**src/rtl/top_irq_pkg.sv**
```systemverilog
package top_irq_pkg;
  localparam int REG_SEL_W = 3;
  localparam logic [REG_SEL_W-1:0] SEL_SRC  = 3'd0;
  localparam logic [REG_SEL_W-1:0] SEL_EDGE = 3'd1;
  localparam logic [REG_SEL_W-1:0] SEL_PEND = 3'd2;
  localparam logic [REG_SEL_W-1:0] SEL_EN   = 3'd3;
  localparam logic [REG_SEL_W-1:0] SEL_OVR  = 3'd4;

  typedef struct packed {
    logic wrSrc;
    logic wrEdge;
    logic wrPend;
    logic wrEn;
    logic setOvr;
    logic data;
    logic ack;
    logic iret;
  } ctrlStrobes_t;
endpackage

```
**src/rtl/top_irq_ctrl.sv**
```systemverilog
module top_irq_ctrl
  import top_irq_pkg::*;
(
  input  logic                 regWrEn,
  input  logic [REG_SEL_W-1:0] regSel,
  input  logic                 regWrData,
  input  logic                 ack,
  input  logic                 iret,
  output ctrlStrobes_t         strobes
);
  always_comb begin
    strobes        = '0;
    strobes.data   = regWrData;
    strobes.ack    = ack;
    strobes.iret   = iret;
    if (regWrEn) begin
      unique case (regSel)
        SEL_SRC:  strobes.wrSrc  = 1'b1;
        SEL_EDGE: strobes.wrEdge = 1'b1;
        SEL_PEND: strobes.wrPend = 1'b1;
        SEL_EN:   strobes.wrEn   = 1'b1;
        SEL_OVR:  strobes.setOvr = regWrData;
        default:  ;
      endcase
    end
  end
endmodule

```
**src/rtl/top_irq_datapath.sv**
```systemverilog
module top_irq_datapath
  import top_irq_pkg::*;
#(
  parameter int SYNC_STAGES = 2
) (
  input  logic         clk,
  input  logic         rstN,
  input  logic         nmiPin,
  input  logic         wdgEnd,
  input  logic         globalIen,
  input  ctrlStrobes_t strobes,
  output logic         irqReq,
  output logic         handlerActive,
  output logic         srcPin,
  output logic         edgeRise,
  output logic         pendingFlag,
  output logic         tlEnable,
  output logic         overrideMask
);
  localparam int LAST = SYNC_STAGES - 1;

  logic [SYNC_STAGES-1:0] syncQ;
  logic pinPrev;
  logic pinNow;
  logic pinEdge;
  logic srcEvent;

  generate
    if (SYNC_STAGES == 1) begin : g_sync1
      always_ff @(posedge clk or negedge rstN)
        if (!rstN) syncQ <= '0;
        else       syncQ <= nmiPin;
    end else begin : g_syncN
      always_ff @(posedge clk or negedge rstN)
        if (!rstN) syncQ <= '0;
        else       syncQ <= {syncQ[SYNC_STAGES-2:0], nmiPin};
    end
  endgenerate

  assign pinNow   = syncQ[LAST];
  assign pinEdge  = edgeRise ? (pinNow & ~pinPrev) : (~pinNow & pinPrev);
  assign srcEvent = srcPin ? pinEdge : wdgEnd;

  always_ff @(posedge clk or negedge rstN) begin
    if (!rstN) begin
      pinPrev       <= 1'b0;
      srcPin        <= 1'b1;
      edgeRise      <= 1'b0;
      tlEnable      <= 1'b0;
      overrideMask  <= 1'b0;
      pendingFlag   <= 1'b0;
      handlerActive <= 1'b0;
    end else begin
      pinPrev <= pinNow;
      if (strobes.wrSrc)  srcPin   <= strobes.data;
      if (strobes.wrEdge) edgeRise <= strobes.data;
      if (strobes.wrEn)   tlEnable <= strobes.data;
      if (strobes.setOvr) overrideMask <= 1'b1;
      if (srcEvent)            pendingFlag <= 1'b1;
      else if (strobes.ack)    pendingFlag <= 1'b0;
      else if (strobes.wrPend) pendingFlag <= strobes.data;
      if (strobes.ack)       handlerActive <= 1'b1;
      else if (strobes.iret) handlerActive <= 1'b0;
    end
  end

  assign irqReq = pendingFlag & ~handlerActive &
                  ((tlEnable & globalIen) | overrideMask);
endmodule

```
**src/rtl/top_irq_unit.sv**
```systemverilog
module top_irq_unit
  import top_irq_pkg::*;
#(
  parameter int SYNC_STAGES = 2
) (
  input  logic                 clk,
  input  logic                 rstN,
  input  logic                 nmiPin,
  input  logic                 wdgEnd,
  input  logic                 globalIen,
  input  logic                 regWrEn,
  input  logic [REG_SEL_W-1:0] regSel,
  input  logic                 regWrData,
  input  logic                 ack,
  input  logic                 iret,
  output logic                 irqReq,
  output logic                 blockLower,
  output logic                 handlerActive,
  output logic                 srcPin,
  output logic                 edgeRise,
  output logic                 pendingFlag,
  output logic                 tlEnable,
  output logic                 overrideMask
);
  ctrlStrobes_t strobes;

  top_irq_ctrl u_ctrl (
    .regWrEn(regWrEn), .regSel(regSel), .regWrData(regWrData),
    .ack(ack), .iret(iret), .strobes(strobes)
  );

  top_irq_datapath #(.SYNC_STAGES(SYNC_STAGES)) u_dp (
    .clk(clk), .rstN(rstN), .nmiPin(nmiPin), .wdgEnd(wdgEnd),
    .globalIen(globalIen), .strobes(strobes), .irqReq(irqReq),
    .handlerActive(handlerActive), .srcPin(srcPin), .edgeRise(edgeRise),
    .pendingFlag(pendingFlag), .tlEnable(tlEnable), .overrideMask(overrideMask)
  );

  assign blockLower = handlerActive;
endmodule

```
**config.mk**
```make
export PLATFORM = sky130hd
export DESIGN_NAME = top_irq_unit
export DESIGN_NICKNAME = d
export VERILOG_FILES = /design/src/rtl/top_irq_pkg.sv /design/src/rtl/top_irq_ctrl.sv /design/src/rtl/top_irq_datapath.sv /design/src/rtl/top_irq_unit.sv
export SDC_FILE = /design/constraint.sdc
export NUM_CORES = 1
export LEC_CHECK = 0
export ABC_AREA = 1
export CAP_MARGIN = 0
export CORE_AREA = 2 2 39 41
export DETAILED_ROUTE_END_ITERATION = 8
export DIE_AREA = 0 0 41 43
export PLACE_DENSITY = 0.66
export SYNTH_ARGS = -nofsm -noshare
export SYNTH_HDL_FRONTEND = slang
export SYNTH_HIERARCHICAL = 1
export SYNTH_SLANG_ARGS = --single-unit
```
**constraint.sdc**
```tcl
create_clock -name clk -period 1 [get_ports clk]
set_clock_uncertainty 0.05 [all_clocks]
set_input_delay 0.25 -clock clk [delete_from_list [all_inputs] [get_ports clk]]
set_output_delay 0.25 -clock clk [all_outputs]
set_load 0.005 [all_outputs]
```
==> metrics.md <==
| Metric | Value |
|---|---|
| Status | `finished, violations left` |
| Failing checks | `setup timing` |
| Largest net degree at the start of global routing | `6` |
| TritonCTS Buffers | `3` |
| WS Path Type | `reg -> out` |
| Yosys cell types | `15` |
| Register bit count reported by yosys | `9` |
| First-pass GRT wire length | `1628 um` |
| Setup crit end kind | `output port` |
| Fill count | `123` |
| Vias | `445` |
| Final worst slack | `-0.2760 ns` |
| Die Ht | `43 um` |
| Nets | `100` |
| Detail Route Antenna Nets | `0` |
| Final core utilization | `54.52%` |
| CTS H-Tree Depth | `1` |
| Mapped Cells | `55` |
| HP Class | `in -> async` |
| Number of global-route vias before repair | `407` |
| GP Congestion | `0.7198` |
| Tot GR Track Use | `14.11%` |
| Area occupied by multi-input gates | `157.7 um^2` |
| Register area | `226.5 um^2` |
| Pwr Density | `1470 nW/um^2` |
| Core Rows | `14` |
| Final hold vios | `0` |
| Final wirelength | `995 um` |
| RSZ-0062 raised after global routing | `yes` |
| Slew @ Worst Pin | `0.1479 ns` |
| Slew HR | `90.03%` |
| Cell Area, Synth | `432.9 um^2` |
| Clock Pin Slew Worst Setup and Hold Paths | `0.06 ns` |
| Routed WL per cell | `9.660 um` |
| Max Fclk | `783.7 MHz` |
| Fraction of layout cells with a size suffix above 1 | `44.83%` |
| Max Transition Viols Final | `0` |
| Core area | `1384 um^2` |
| Die W | `41 um` |
| DRT Pass-1 Iters | `2` |
| Syn avg cell area | `7.871 um^2` |
| HPWL Detailed | `753.6 um` |
| Setup-failing EPs final | `9` |
| Hold buffers post-CTS | `0` |
| Num Clock Sinks | `9` |
| Initial core utilization | `31.28%` |
| I/O pins | `20` |
| Yosys synthesis warning count | `6` |
| Max clock buf depth | `2` |
| Startpoint Class | `register` |
| # Max-Cap Violations | `0` |
| Area delta synth->final | `74.28%` |
| Final min period | `1.276 ns` |
| R2R cell count | `8` |
| Residual DRC | `0` |
| Static leakage | `0.3823 nW` |
| Critical Path AT | `0.98 ns` |
| Initial antenna violation count | `0` |
| Syn_nets | `67` |
| Crit path required time | `0.70 ns` |
| CTS tree | `yes` |
| Root Driver | `clkbuf_4` |
| Iteration-0 DRC count of the detailed router | `9` |
| Port Buffers | `19` |
| Die ar. | `1763 um^2` |
| Ant diodes | `0` |
| Period utilisation layout | `127.6%` |
| DR vias/cell | `4.320` |
| Clk_lat worst skew | `0.25 ns` |
| Post-synthesis sequential area ratio | `52.31%` |
| CP max FO | `2` |
| Tot Pwr | `1.109 mW` |
| Maximum VDD drop | `0.7729 mV` |
| Overflow after GRT | `0` |
[where the power goes]
part / switching, mW / internal [mW]
clock: 0.119 / 0.153
combinational: 0.146 / 0.234
sequential: 0.0361 / 0.421
[cell families (layout without fill, tap and decap cells)]
family,Yosys count,count (layout),share of synthesized area (%)
AND/OR/NAND/NOR,24,24,23.41
buffers and inverters,16,48,17.34
flip-flops,9,9,52.31
AO/OA/AOI/OAI,6,6,6.934
[sequential cells by signal (all words and copies together) (netlist names)]
signal and count:
u_dp/syncQ 2, u_dp/edgeRise 1, u_dp/handlerActive 1, u_dp/overrideMask 1
u_dp/pendingFlag 1, u_dp/pinPrev 1, u_dp/srcPin 1, u_dp/tlEnable 1
[cell type report]
type,count,share of cell area (%)
tap,16,2.653
multi-input combinational,30,20.90
sequential,9,30.02
timing repair buffer,32,36.98
clock buffer,4,3.483
inverter,12,5.970
[final timing paths]
kind | to | start | slack, ns
max | irqReq | u_dp/tlEnable | -0.28
min | u_dp/edgeRise | rstN | 0.29
max reg2reg | u_dp/pendingFlag | u_dp/pendingFlag | -0.03
min reg2reg | u_dp/syncQ[1] | u_dp/syncQ[0] | 0.30
max in group asynchronous | u_dp/pendingFlag | rstN | 0.51
min in group clk | u_dp/syncQ[1] | u_dp/syncQ[0] | 0.30
[placed cells by master, fill, tap and decap left out]
master / count
a21oi_1: 1
buf_4: 8
dfstp_2: 1
nand3_2: 1
clkbuf_4: 3
clkdlybuf4s50_1: 6
clkinv_1: 1
buf_2: 3
inv_2: 5
dfrtp_1: 8
buf_6: 8
or2_1: 1
o21ai_1: 3
a21oi_2: 1
nand3_1: 3
nand2_1: 7
dlygate4sd2_1: 5
o21ai_0: 1
clkbuf_2: 2
clkbuf_1: 1
nor2_2: 1
inv_1: 6
nor2_1: 5
nor3_2: 1
nand2_2: 5
[repair_timing]
| item | in CTS | in global routing |
|---|---|---|
| setup endpoints to repair | 12 | 9 |
| resized for setup | 45 | 10 |
| gates cloned | 0 | 0 |
| setup buffers | 0 | 2 |
| pin swaps | 3 | 3 |
| endpoints found under the hold margin | 0 | 0 |
[per-stage QoR]
stage               setup slack [ns]  cell area [um^2]  cells  TNS, ns  hold slack, ns
floorplan                    0.09964             432.9     55        0        -0.09559
global placement             -0.7776             695.7     97   -3.980          0.2816
detailed placement           -0.7748             695.7     97   -4.055          0.2919
CTS                          -0.2926             729.5    101   -1.701          0.2826
global route                 -0.3381             754.5    103   -1.830          0.2920
finish                       -0.2760             754.5    103   -1.453          0.2886
[worst max-delay path: stages (launching register included)]
cell     delay, ns
dfrtp_1       0.40
a21oi_2       0.15
nor3_2        0.05
buf_2         0.12
[cells in the mapped netlist (all sizes together)]
cell type	count	area [um^2]
dfrtp	8	200.2
nor2	6	22.52
nand2	12	47.55
o21ai	4	20.01
dfstp	1	26.28
or2	1	6.260
nor3	1	5.000
a21oi	2	10.01
nand3	4	20.02
inv	11	41.29
clkinv	1	3.750
buf	4	30.03
[routing by layer]
layer  GRT usage (%)  part of all wire (%)  wire length (um)
met5               0                     0                 0
met4           10.00                   1.2                12
met3           3.665                   4.8                48
met1           18.67                    40               395
met2           19.06                    54               538
(Power assumes the default switching activity.)
